<file path="config.mk">
export PLATFORM = sky130hd
export DESIGN_NAME = wdalm_timer
export DESIGN_NICKNAME = d
export VERILOG_FILES = /design/src/rtl/wdalm_pkg.sv /design/src/rtl/wdalm_regport.sv /design/src/rtl/wdalm_core.sv /design/src/rtl/wdalm_pulse.sv /design/src/rtl/wdalm_timer.sv
export SDC_FILE = /design/constraint.sdc
export NUM_CORES = 1
export LEC_CHECK = 0
export ABC_AREA = 1
export BUFFER_PORTS_ARGS = -buffer_cell sky130_fd_sc_hd__buf_2
export CAP_MARGIN = 0
export CORE_MARGIN = 4
export CORE_UTILIZATION = 50
export DETAILED_ROUTE_END_ITERATION = 10
export GPL_TIMING_DRIVEN = 0
export PLACE_DENSITY = 0.67
export SLEW_MARGIN = 0
export SYNTH_ARGS = -nofsm -noshare
export SYNTH_HDL_FRONTEND = slang
export SYNTH_HIERARCHICAL = 1
export SYNTH_SLANG_ARGS = --single-unit
</file>
<file path="constraint.sdc">
create_clock -name clk -period 4.6 [get_ports clk]
set_clock_uncertainty 0.1 [all_clocks]
set_input_delay 0.23 -clock clk [delete_from_list [all_inputs] [get_ports clk]]
set_output_delay 0.23 -clock clk [all_outputs]
set_load 0.02 [all_outputs]
</file>
<file path="src/rtl/wdalm_pkg.sv">
package wdalm_pkg;
  localparam int BYTE_W = 8;

  typedef enum logic [1:0] {
    PK_NONE = 2'd0,
    PK_RST  = 2'd1,
    PK_IRQ  = 2'd2
  } pulse_kind_e;
endpackage

</file>
<file path="src/rtl/wdalm_regport.sv">
module wdalm_regport
  import wdalm_pkg::*;
#(
  parameter int CNT_W = 24,
  localparam int NBYTES = CNT_W / BYTE_W,
  localparam int AW = (NBYTES > 1) ? $clog2(NBYTES) : 1
) (
  input  logic              clk,
  input  logic              rst,
  input  logic              blocked,
  input  logic              reg_wr,
  input  logic              reg_rd,
  input  logic [AW-1:0]     reg_addr,
  input  logic [BYTE_W-1:0] reg_wdata,
  input  logic [CNT_W-1:0]  live,
  output logic              access_o,
  output logic              load_o,
  output logic [CNT_W-1:0]  load_val_o,
  output logic [BYTE_W-1:0] rdata_o
);
  localparam int STG_W = CNT_W - BYTE_W;

  logic              in_range;
  logic              wr_ok, rd_ok;
  logic [STG_W-1:0]  stage_q;
  logic [CNT_W-1:0]  hold_q;
  logic [CNT_W-1:0]  src;

  assign in_range   = (reg_addr < AW'(NBYTES));
  assign wr_ok      = reg_wr && !blocked && in_range;
  assign rd_ok      = reg_rd && !reg_wr && !blocked && in_range;
  assign access_o   = wr_ok || rd_ok;
  assign load_o     = wr_ok && (reg_addr == AW'(NBYTES - 1));
  assign load_val_o = {reg_wdata, stage_q};
  assign src        = (reg_addr == '0) ? live : hold_q;

  // staging of the lower bytes; committed with the top byte
  always_ff @(posedge clk) begin
    if (rst) begin
      stage_q <= '0;
    end else if (wr_ok) begin
      for (int b = 0; b < NBYTES - 1; b++) begin
        if (reg_addr == AW'(b)) stage_q[b*BYTE_W +: BYTE_W] <= reg_wdata;
      end
    end
  end

  // snapshot of the live count on a read of the low byte
  always_ff @(posedge clk) begin
    if (rst) begin
      hold_q  <= '0;
      rdata_o <= '0;
    end else if (rd_ok) begin
      if (reg_addr == '0) hold_q <= live;
      rdata_o <= src[int'(reg_addr)*BYTE_W +: BYTE_W];
    end
  end
endmodule

</file>
<file path="src/rtl/wdalm_core.sv">
module wdalm_core #(
  parameter int CNT_W = 24
) (
  input  logic             clk,
  input  logic             rst,
  input  logic             en,
  input  logic             wdmode,
  input  logic             tick_1hz,
  input  logic             tick_4khz,
  input  logic             access,
  input  logic             load,
  input  logic [CNT_W-1:0] load_val,
  input  logic             pulse_busy,
  output logic [CNT_W-1:0] cnt_o,
  output logic             expire_o
);
  logic [CNT_W-1:0] cnt_q, seed_q;
  logic             armed_q, halt_q;
  logic             step, running;

  assign step     = wdmode ? tick_4khz : tick_1hz;
  assign running  = en && armed_q && !halt_q && !pulse_busy;
  assign expire_o = running && step && !access && (cnt_q == CNT_W'(1));
  assign cnt_o    = cnt_q;

  always_ff @(posedge clk) begin
    if (rst) begin
      cnt_q   <= '0;
      seed_q  <= '0;
      armed_q <= 1'b0;
      halt_q  <= 1'b0;
    end else if (load) begin
      cnt_q   <= load_val;
      seed_q  <= load_val;
      armed_q <= |load_val;
      halt_q  <= 1'b0;
    end else if (access) begin
      cnt_q  <= seed_q;
      halt_q <= 1'b0;
    end else if (expire_o) begin
      if (wdmode) begin
        cnt_q  <= '0;
        halt_q <= 1'b1;
      end else begin
        cnt_q <= seed_q;
      end
    end else if (running && step) begin
      cnt_q <= cnt_q - CNT_W'(1);
    end
  end
endmodule

</file>
<file path="src/rtl/wdalm_pulse.sv">
module wdalm_pulse
  import wdalm_pkg::*;
#(
  parameter int TICKS = 1024,
  localparam int PW = (TICKS > 1) ? $clog2(TICKS) : 1
) (
  input  logic clk,
  input  logic rst,
  input  logic tick,
  input  logic start_rst,
  input  logic start_irq,
  output logic rst_act_o,
  output logic irq_act_o,
  output logic busy_o,
  output logic done_o
);
  pulse_kind_e   kind_q;
  logic [PW-1:0] pcnt_q;

  assign busy_o    = (kind_q != PK_NONE);
  assign done_o    = busy_o && tick && (pcnt_q == PW'(TICKS - 1));
  assign rst_act_o = (kind_q == PK_RST);
  assign irq_act_o = (kind_q == PK_IRQ);

  always_ff @(posedge clk) begin
    if (rst) begin
      kind_q <= PK_NONE;
      pcnt_q <= '0;
    end else if (done_o) begin
      kind_q <= PK_NONE;
      pcnt_q <= '0;
    end else if (busy_o) begin
      if (tick) pcnt_q <= pcnt_q + PW'(1);
    end else if (start_rst) begin
      kind_q <= PK_RST;
      pcnt_q <= '0;
    end else if (start_irq) begin
      kind_q <= PK_IRQ;
      pcnt_q <= '0;
    end
  end
endmodule

</file>
<file path="src/rtl/wdalm_timer.sv">
module wdalm_timer
  import wdalm_pkg::*;
#(
  parameter int CNT_W       = 24,
  parameter int PULSE_TICKS = 1024,
  localparam int NBYTES = CNT_W / BYTE_W,
  localparam int AW = (NBYTES > 1) ? $clog2(NBYTES) : 1
) (
  input  logic              clk,
  input  logic              rst,
  input  logic              tick_1hz,
  input  logic              tick_4khz,
  input  logic              cfg_en,
  input  logic              cfg_wdmode,
  input  logic              cfg_steer,
  input  logic              cfg_irq_en,
  input  logic              flag_clr,
  input  logic              reg_wr,
  input  logic              reg_rd,
  input  logic [AW-1:0]     reg_addr,
  input  logic [BYTE_W-1:0] reg_wdata,
  output logic [BYTE_W-1:0] reg_rdata,
  output logic              flag_o,
  output logic              rst_n_o,
  output logic              rst_oe_o,
  output logic              irq_n_o,
  output logic              irq_oe_o
);
  logic             access, load;
  logic [CNT_W-1:0] load_val, cnt;
  logic             expire;
  logic             rst_act, irq_act, busy, done;
  logic             flag_q;

  wdalm_regport #(.CNT_W(CNT_W)) u_port (
    .clk(clk), .rst(rst), .blocked(rst_act),
    .reg_wr(reg_wr), .reg_rd(reg_rd), .reg_addr(reg_addr), .reg_wdata(reg_wdata),
    .live(cnt), .access_o(access), .load_o(load), .load_val_o(load_val),
    .rdata_o(reg_rdata)
  );

  wdalm_core #(.CNT_W(CNT_W)) u_core (
    .clk(clk), .rst(rst), .en(cfg_en), .wdmode(cfg_wdmode),
    .tick_1hz(tick_1hz), .tick_4khz(tick_4khz),
    .access(access), .load(load), .load_val(load_val),
    .pulse_busy(busy), .cnt_o(cnt), .expire_o(expire)
  );

  wdalm_pulse #(.TICKS(PULSE_TICKS)) u_pulse (
    .clk(clk), .rst(rst), .tick(tick_4khz),
    .start_rst(expire && cfg_wdmode && !cfg_steer),
    .start_irq(expire && cfg_wdmode && cfg_steer && cfg_irq_en),
    .rst_act_o(rst_act), .irq_act_o(irq_act), .busy_o(busy), .done_o(done)
  );

  always_ff @(posedge clk) begin
    if (rst)                    flag_q <= 1'b0;
    else if (expire)            flag_q <= 1'b1;
    else if (done)              flag_q <= 1'b0;
    else if (flag_clr && !busy) flag_q <= 1'b0;
  end

  assign flag_o   = flag_q;
  assign rst_oe_o = rst_act;
  assign rst_n_o  = ~rst_act;
  assign irq_oe_o = irq_act;
  assign irq_n_o  = ~irq_act;
endmodule

</file>
## Yosys cells after proc, flatten, opt, wreduce, memory -nomap -nowiden

Index checks and enable logic that the tools add are counted.

- Register bits after elaboration: 111

- Bitwise logic cells: 3
- Multiplexer cells: 16
- Order comparisons: 1
- Eq/ne operators: 7
- Shift-type cells: 1
- Reductions and logical operators: 40
- Add/subtract/negate cells: 2

Operator list:

| cell | count |
|---|---|
| 24-bit 2-to-1 mux | 6 |
| 10-bit 2-to-1 mux | 4 |
| 24-bit by 1-bit == test with 1-bit output, second input constant | 1 |
| 24-bit OR reduction | 1 |
| 24-bit by 6-bit variable part select with 8-bit output | 1 |
| 24-bit by 1-bit subtractor with 24-bit output, second input constant | 1 |
| 1-bit logical AND | 19 |
| 10-bit by 1-bit adder with 10-bit output, second input constant | 1 |
| 10-bit == test, second input constant | 1 |
| 2-bit AND reduction | 5 |
| 1-bit logical NOT | 6 |
| 3-bit nonzero test | 2 |
| 2-bit by 1-bit == test with 1-bit output, second input constant | 2 |
| 2-bit == test, second input constant | 2 |
| 1-bit 2-to-1 mux | 4 |
| 2-bit 2-to-1 mux | 2 |
| 2-bit nonzero test | 2 |
| 4-bit nonzero test | 1 |
| 1-bit inverter | 3 |
| 3-bit OR reduction | 1 |
| 2-bit logical NOT | 1 |
| 2-bit less-than comparator, second input constant | 1 |
| 2-bit != test, second input constant | 1 |
| 2-bit OR reduction | 1 |
| 1-bit logical OR | 1 |

## Depth between registers and ports, before layout

Gate-level depths: netlist (run 1).

- Depth after elaboration: 14
- Mapped depth: 23

## Hierarchy

Netlist (run 1), hierarchy kept.

By module, submodules not included:

| module | area an instance (um^2) | instances | cells an instance | sequential area each (um^2) |
|---|---|---|---|---|
| wdalm_core | 3,223.1 | 1 | 519 | 1,001.0 |
| wdalm_regport | 2,288.4 | 1 | 314 | 800.8 |
| wdalm_pulse | 703.2 | 1 | 105 | 240.2 |
| wdalm_timer | 76.3 | 1 | 14 | 20.0 |

## Worst setup path after synthesis (run 1)

Ideal clock, no wire load.

- Kind: register to register
- From: reg u_pulse.kind_q[0]
- To: reg u_pulse.pcnt_q[6]
- Clock period less this slack: 3.039 ns
- Stages on the path, launching flop included: 24
- Setup slack: 1.561 ns
- Setup time: 0.113 ns
- Arrival time: 2.826 ns
- Required time: 4.387 ns
- Cell sequence: dfxtp_1 inv_1 nor2_1 inv_1 nand2_4 nor2_4 inv_2 nand2_1 inv_4 nand2_1 nor2_1 nand4_1 nor2_1 nand2_1 nor2_1 inv_1 nand2_1 nand2_2 nand2_2 inv_2 nand2_1 nand2_1 nand2_1 nor2_2

- Cells in the longest elaborated chain, start to end: 13
- Elaborated cells on any way between the ends: 26
- Classes of those cells: eq/ne: 2; mux: 2; reduce/logical: 22

RTL lines:

| item | line | RTL |
|---|---|---|
| start: declaration | wdalm_pulse.sv:17 | `pulse_kind_e kind_q;` |
| start signal: assignment | wdalm_pulse.sv:27 | `kind_q <= PK_NONE;` |
| start signal: assignment | wdalm_pulse.sv:30 | `kind_q <= PK_NONE;` |
| start signal: assignment | wdalm_pulse.sv:35 | `kind_q <= PK_RST;` |
| 2-bit by 1-bit == test with 1-bit output (*) | wdalm_pulse.sv:22 | `assign rst_act_o = (kind_q == PK_RST);` |
| named net rst_oe_o | wdalm_timer.sv:25 | `output logic rst_oe_o,` |
| 1-bit logical NOT (*) | wdalm_regport.sv:30, wdalm_regport.sv:31 |  |
| 1-bit logical AND (on tied branches) (2 in a row) | wdalm_regport.sv:30, wdalm_regport.sv:31 |  |
| 1-bit logical OR (*) | wdalm_regport.sv:32 | `assign access_o = wr_ok \|\| rd_ok;` |
| named net access | wdalm_timer.sv:29 | `logic access, load;` |
| 1-bit logical NOT (*) | wdalm_core.sv:23 | `assign expire_o = running && step && !access && (cnt_q == CNT_W'(1));` |
| 1-bit logical AND (*) (2 in a row) | wdalm_core.sv:23 |  |
| named net expire | wdalm_timer.sv:31 | `logic expire;` |
| 1-bit logical AND (*) | wdalm_timer.sv:51, wdalm_timer.sv:52 |  |
| 1-bit logical AND (2 in a row) | wdalm_timer.sv:52 | `.start_irq(expire && cfg_wdmode && cfg_steer && cfg_irq_en),` |
| 3-bit nonzero test (no line) | - |  |
| 2-bit AND reduction (no line) | - |  |
| end signal: assignment | wdalm_pulse.sv:33 | `if (tick) pcnt_q <= pcnt_q + PW'(1);` |
| end: declaration | wdalm_pulse.sv:18 | `logic [PW-1:0] pcnt_q;` |

Mark *: on every way through the listed nets, which the timed path passes. The rest lies on a longest branch.
A chain may end at the register's enable or synchronous reset.

## Worst setup path in the final report (run 1)

- From: reg u_pulse.kind_q[0]
- To: reg u_pulse.pcnt_q[6]

- Cells in the longest elaborated chain, start to end: 13
- Elaborated cells on any way between the ends: 26
- Classes of those cells: eq/ne: 2; mux: 2; reduce/logical: 22

RTL lines:

| item | line |
|---|---|
| 2-bit by 1-bit == test with 1-bit output (*) | wdalm_pulse.sv:22 |
| 1-bit logical NOT (*) | wdalm_regport.sv:30, wdalm_regport.sv:31 |
| 1-bit logical AND (on tied branches) (2 in a row) | wdalm_regport.sv:30, wdalm_regport.sv:31 |
| 1-bit logical OR (*) | wdalm_regport.sv:32 |
| named net access | wdalm_timer.sv:29 |
| 1-bit logical NOT (*) | wdalm_core.sv:23 |
| 1-bit logical AND (*) (2 in a row) | wdalm_core.sv:23 |
| named net expire | wdalm_timer.sv:31 |
| 1-bit logical AND (*) | wdalm_timer.sv:51, wdalm_timer.sv:52 |
| 1-bit logical AND (2 in a row) | wdalm_timer.sv:52 |
| 3-bit nonzero test (no line) | - |
| 2-bit AND reduction (no line) | - |

Marked as above.

==> results of run 1 <==
-- critical path: cells and delay by family (launching register included) --
family	cells	cell delay (ns)
buffers and inverters	6	0.76
flip-flops	1	0.42
AND/OR/NAND/NOR	17	2.07
-- cells by family after synthesis --
| logic type | count (synthesis) |
|---|---|
| buffers and inverters | 152 |
| xor gates and xnor gates | 14 |
| and+or+nand+nor | 535 |
| AOI/OAI and AO/OA | 145 |
| adders and majority gates | 3 |
| DFF | 103 |
-- where the power goes --
group | total (mW) | switching [mW] | leakage (nW) | internal (mW)
combinational | 0.467 | 0.309 | 2.12 | 0.158
sequential | 0.980 | 0.0527 | 0.837 | 0.927
clock | 0.786 | 0.359 | 0.145 | 0.426
-- cells in the final DEF (no fill, tap or decap), types with 3 or more instances in the layout --
| cell type | netlist | routed |
|---|---|---|
| buf_2 | 14 | 47 |
| nor2_2 | 17 | 17 |
| nor2_1 | 119 | 119 |
| o21bai_1 | 25 | 25 |
| nand2_4 | 4 | 4 |
| nand2_2 | 27 | 27 |
| xnor2_1 | 5 | 5 |
| clkbuf_1 | 13 | 14 |
| nand3_1 | 67 | 67 |
| nand4_1 | 26 | 26 |
| nand2_1 | 245 | 245 |
| buf_1 | 3 | 3 |
| buf_4 | 13 | 13 |
| inv_1 | 91 | 91 |
| ha_1 | 3 | 3 |
| buf_6 | 4 | 4 |
| a21oi_2 | 20 | 20 |
| clkbuf_16 | 0 | 9 |
| or2_2 | 4 | 4 |
| dfxtp_1 | 103 | 103 |
| nor4_1 | 4 | 4 |
| nor3_1 | 6 | 6 |
| inv_2 | 9 | 9 |
| nor2_4 | 10 | 10 |
| o21ai_0 | 34 | 34 |
| a21oi_1 | 61 | 61 |
| xor2_1 | 9 | 9 |
-- cell usage after synthesis, types with 2 or more instances --
master and instances:
a21oi_2 20, nand3_2 2, inv_1 91, buf_12 2, buf_1 3, nor4_1 4
nor3_1 6, nand3_1 67, nor2_1 119, nor2_4 10, buf_4 13, xnor2_1 5
nor2_2 17, ha_1 3, nand2_4 4, nor2_8 2, dfxtp_1 103, nand4_1 26
xor2_1 9, o211ai_1 2, a21oi_1 61, or2_2 4, o21bai_1 25, inv_2 9
nand2_2 27, buf_2 14, nand2_1 245, buf_6 4, o21ai_0 34, clkbuf_1 13
-- layer usage --
metal,wire (um),vias to the layer above,global-route usage (%)
met2,7820,191,38.7
met4,426,0,8.23
met1,8360,2818,35.7
met5,0,-,0
met3,1300,28,6.69
li1,-,3118,-
-- worst max path at each step --
stage	to	slack, ns	startpoint	depth (start not counted)
final	u_pulse/pcnt_q[6]$_SDFFE_PP0P_	1.14	u_pulse/kind_q[0]$_SDFFE_PP0P_	23
after global routing	u_pulse/pcnt_q[6]$_SDFFE_PP0P_	0.72	u_pulse/kind_q[0]$_SDFFE_PP0P_	23
after CTS	u_pulse/pcnt_q[6]$_SDFFE_PP0P_	1.14	u_pulse/kind_q[0]$_SDFFE_PP0P_	23
after detailed placement	u_pulse/pcnt_q[6]$_SDFFE_PP0P_	1.16	u_pulse/kind_q[0]$_SDFFE_PP0P_	23
after global placement	u_pulse/pcnt_q[6]$_SDFFE_PP0P_	1.13	u_pulse/kind_q[0]$_SDFFE_PP0P_	23
after floorplan	u_pulse/pcnt_q[6]$_SDFFE_PP0P_	1.56	u_pulse/kind_q[0]$_SDFFE_PP0P_	23
-- final cells by class --
type                            count  area share, %
Buffer                             50           4.71
Clock buffer                       10           3.29
Clock inverter                      6          0.970
Inverter                          102           5.64
Multi-Input combinational cell    697           50.4
Sequential cell                   103           29.6
Tap cell                          168           3.02
Timing Repair Buffer               33           2.37
-- state kept, by name (all words and copies together) (netlist names), 2 cells and up --
register / count
u_core/cnt_o: 24
u_core/seed_q: 24
u_port/hold_q: 16
u_port/rdata_o: 8
u_port/stage_q: 16
u_pulse/kind_q: 2
u_pulse/pcnt_q: 10
-- stage by stage --
step           cells  hold WS [ns]  setup slack (ns)  total power [mW]
3_5_place_dp    1153         0.363              1.16              1.46
4_1_cts         1169       0.00261              1.14              2.24
6_report        1169       0.00722              1.14              2.23
2_1_floorplan    952         0.192              1.56              1.32
5_1_grt         1169      0.000425             0.719              2.34
3_3_place_gp    1153         0.358              1.13              1.45
==> metrics, run 1 <==
Via density 5.27; Placement Cell Area 6670 sq um; slowest CP cell nor2_1; Hold Startpoint rst; R2R Setup Slk 1.14 ns; synth top area cells dfxtp_1 (33%), nand2_1 (15%), nor2_1 (7.1%), inv_1 (5.4%), nand3_1 (5.3%); vias in the first global route ~5.8k; crit path DAT 3.61 ns; placed wire-length estimate roughly 14000 um; worst skew pair latency 0.36 ns; Distinct cells, synth 38; DIE AREA 14400 sq um; R2R Path End u_pulse/pcnt_q[6]$_SDFFE_PP0P_; DRC 0; Worst setup SP type flop; fin crit share roughly 75%; status finished clean; Clock transition at path regs about 0.060 ns; Final GP Congestion approximately 0.95; Pleak 3.10 nW; Initial Utilization 51.7%; # resized after CTS 0; Final Hold Fails 0; Max-Cap Viols 0; TritonRoute pass-1 iters 5; Setup TNS Final 0 ns; Boundary Pins 34; fraction of layout cells with a size suffix above 1 18.1%; critical path class reg -> reg; Setup violations, final 0; routed len/inst 15.3 um; fin nets roughly 1k; final non-filler cell area 6960 sq um; Slew @ Worst Pin 0.739 ns; post-synthesis sequential area ratio 32.8%; Final ANT Viol Nets 0; WP data required 4.75 ns; Congestion Overflow GR 0; area occupied by multi-input gates approximately 3500 sq um; Crit Path Max Fanout 9; # hold bufs at CTS 0; CP Capture Type flop; FF-to-FF Start u_pulse/kind_q[0]$_SDFFE_PP0P_; clk sink count 103; CTS buffer count 9; Max Slew Vio Count 0; post-CTS setup buffer count 0; Max IR drop VDD around 0.21 mV; Die Y around 120 um; Synth area leader dfxtp_1; FF/Latch Area 2060 sq um; Ys Warns 6; core area 12200 sq um; RSZ-0062 raised after global routing false; max_slew headroom 50.7%; area grow syn2layout 10.7%; CTS H-tree depth 3; CTS Root Buffer Type clkbuf_16; DRT Wirelength about 18000 um; CTS tree built; routed vias ~6.2k; ys async rst share 0%; Post-Synth XOR/XNOR Area under 10%; largest net degree at the start of global routing 18; R2R cell count 23; Final min period 3.46 ns; maximum root-to-sink buffer count 2; syn nets between 900 and 1k; Initial DRC Count 560; Hold Path Class in -> reg; worst hold endpoint flag_o$_SDFFE_PP0P_; Avg Cell Area, Syn about 6.6 sq um; Syn Inst Count 952; CP dominant cell by count nand2_1; Hold Crit Depth 2; die width 120 um; Ant. Diodes 0; Filler cells 1209; FP Rows 40; IO buf count 33; post-layout util between 50% and 60%; achievable clock frequency 289 MHz; Yosys top cell area share 32.8%; EDFF count, synth 0; adder-cell share of the synthesized area less than 1%; initial antenna violation count 0; Synth Area in Simple Gates 39.2%; compound-gate portion of the synthesized area 14.0%; synthesized area 6290 sq um; crit path cell chain inv_1 -> nor2_1 -> inv_1 -> nand2_4 -> nor2_4 -> inv_2 -> nand2_1 -> inv_4 -> nand2_1 -> nor2_1 -> nand4_1 -> nor2_1 -> nand2_1 -> nor2_1 -> inv_1 -> nand2_1 -> nand2_2 -> nand2_2 -> inv_2 -> nand2_1 -> nand2_1 -> nand2_1 -> nor2_2; Global Route Usage Sum 25.6%; ys flop type dfxtp_1; first-pass GRT wire length 29300 um; proportion of synthesized area in mux cells 0%; Worst path max stage delay 0.45 ns; main combinational cell family by area after synthesis simple AND/OR/NAND/NOR gates; post-synthesis register bit count 103; PwrDens about 320 nW/um^2
(Power assumes the default switching activity.)
==> run 2, diff against run 1 <==
- PLACE_DENSITY: 0.67 -> 0.7
- clock period: 4.6 -> 2.89 ns (I/O delays scaled with it)
==> run 2 against run 1 <==
Non-clock buffer count rose by 14. Combinational power grew 64%. Total power is 61% higher. Register-to-register slack worse by 0.89 ns. Global-route usage decreased by 0.39 points. Final cell count increased by 1.2%. Fmax is 31% higher. Setup slack got worse by 0.89 ns. Critical path type unchanged.
==> metrics, run 2 (synthesis gave the netlist of run 1 again) <==
status finished clean; Final Hold Fails 0 (unchanged); DIE AREA 14400 sq um (unchanged); routed len/inst 15.1 um (-1.5%); Final ANT Viol Nets 0 (unchanged); post-layout util 58.9% (+1.6 points); Final GP Congestion 0.927 (-2.3%); CP dominant cell by count nand2_1; Boundary Pins 34 (unchanged); DRC 0 (unchanged); fraction of layout cells with a size suffix above 1 19.2% (+1.1 points); die width 120 um (unchanged); largest net degree at the start of global routing 18 (unchanged); placed wire-length estimate 13200 um (-2.9%); CTS H-tree depth 3 (unchanged); RSZ-0062 raised after global routing false; Setup violations, final 0 (unchanged); DRT Wirelength 17800 um (-0.32%); Via density 5.29 (+0.47%); achievable clock frequency 379 MHz (+31%); Worst setup SP type flop; CTS Root Buffer Type clkbuf_16; Hold Path Class in -> reg; worst skew pair latency 0.37 ns (about the same); critical path class reg -> reg; most frequent cells in the layout nand2_1 (243), nor2_1 (116), dfxtp_1 (102), inv_1 (91), nand3_1 (67); slowest CP cell dfxtp_4; Max Slew Vio Count 0 (unchanged); crit path DAT 2.80 ns (-0.81 ns); commonest non-fill, non-tap cell in the layout nand2_1; CP Capture Type flop; Ant. Diodes 0 (unchanged); CTS buffer count 9 (unchanged); TritonRoute pass-1 iters 5 (unchanged); clk sink count 103 (unchanged); initial antenna violation count 0 (unchanged); CTS tree built; Final min period 2.64 ns (-0.824 ns); fin crit share 91.4% (+16 points); FF-to-FF Start u_pulse/kind_q[0]$_SDFFE_PP0P_; CP startpoint u_pulse/kind_q[0]$_SDFFE_PP0P_; fin nets 1034 (+1.4%); PwrDens 501 nW/um^2 (+56%); IO buf count 33 (unchanged); Placement Cell Area 6670 sq um (about the same); crit path cell chain inv_1 -> nor2_4 -> inv_1 -> nand2_4 -> nor2_4 -> clkinv_4 -> nand2_8 -> inv_6 -> nand2_1 -> nor2_1 -> nand4_1 -> nor2_2 -> nand2_1 -> nor2_2 -> inv_1 -> nand2_1 -> nand2_2 -> nand2_4 -> inv_2 -> nand2_1 -> nand2_1 -> nand2_1 -> nor2_2; R2R cell count 23 (unchanged); Max IR drop VDD 0.353 mV (+67%); Global Route Usage Sum 25.2% (-0.39 points); Slew @ Worst Pin 0.733 ns (-0.00609 ns); Die Y 120 um (unchanged); Filler cells 1206 (-0.25%); final non-filler cell area 7160 sq um (+2.8%); maximum root-to-sink buffer count 2 (unchanged); first-pass GRT wire length 28900 um (-1.4%); routed vias 6258 (+1.7%); Hold Startpoint cfg_wdmode; Pleak 3.18 nW (+2.5%); Congestion Overflow GR 0 (unchanged); area grow syn2layout 13.8%; max_slew headroom 51.1% (+0.41 points); Worst path max stage delay 0.38 ns (-0.07 ns); WP data required 3.05 ns (-1.70 ns); vias in the first global route 5729 (-0.68%); core area 12200 sq um (unchanged); Crit Path Max Fanout 7 (-2); Hold Crit Depth 3 (+1); Initial Utilization 51.7% (unchanged); FP Rows 40 (unchanged); Clock transition at path regs 0.07 ns (about the same); Initial DRC Count 652 (+16%); Max-Cap Viols 0 (unchanged)
==> run 2: routing by layer <==
metal / share of wire [%] / track usage (%)
met2: 45 / 39.8
met1: 45 / 34.9
met4: 1.6 / 6.01
met3: 8.5 / 5.99
met5: 0 / 0
==> run 2: final cells by class <==
cell class / count / area [sq um] / area share [%]
Clock buffer: 11 / 233 / 3.25
Multi-Input combinational cell: 697 / 3560 / 49.7
Tap cell: 168 / 210 / 2.94
Sequential cell: 103 / 2070 / 28.8
Inverter: 102 / 400 / 5.59
Buffer: 49 / 328 / 4.58
Clock inverter: 5 / 65.1 / 0.909
Timing Repair Buffer: 48 / 303 / 4.23
==> run 2: power by group <==
part	internal (mW)	total (mW)	leakage (nW)	switching, mW
Clock	0.682	1.26	0.138	0.580
Combinational	0.266	0.765	2.20	0.499
Sequential	1.47	1.56	0.838	0.0844
Total	2.42	3.59	3.18	1.16
==> run 2: stage by stage <==
stage	TNS, ns	hold slack [ns]	power (mW)	instances	worst slack, ns
2_1_floorplan	0	0.107	2.11	952	0.0384
3_3_place_gp	-12.54	0.297	2.31	1153	-0.378
3_5_place_dp	-13.11	0.292	2.31	1153	-0.400
4_1_cts	0	0.0704	3.58	1179	0.0466
5_1_grt	0	0.0981	3.74	1183	0.0420
6_report	0	0.0754	3.59	1183	0.249
==> run 2: final timing paths <==
path                                         end  slack, ns
setup / recovery  u_pulse/pcnt_q[6]$_SDFFE_PP0P_       0.25
hold / removal        u_core/halt_q$_SDFFE_PP0P_       0.08
setup reg to reg  u_pulse/pcnt_q[6]$_SDFFE_PP0P_       0.25
hold reg to reg    u_core/seed_q[9]$_SDFFE_PP0P_       0.37
==> run 2: worst max-delay path: cells and delay by family (launching register included) <==
family	cells	cell delay, ns
AND/OR/NAND/NOR	17	1.55
buffers and inverters	6	0.49
flip-flops	1	0.38
==> run 2: timing repair <==
action | in CTS | in global routing
endpoints found under the hold margin | 11 | 0
hold buffers | 10 | 0
endpoints found under the setup margin | 56 | 25
gates resized for setup | 12 | 7
buffers inserted | 0 | 5
pin swaps | 0 | 3
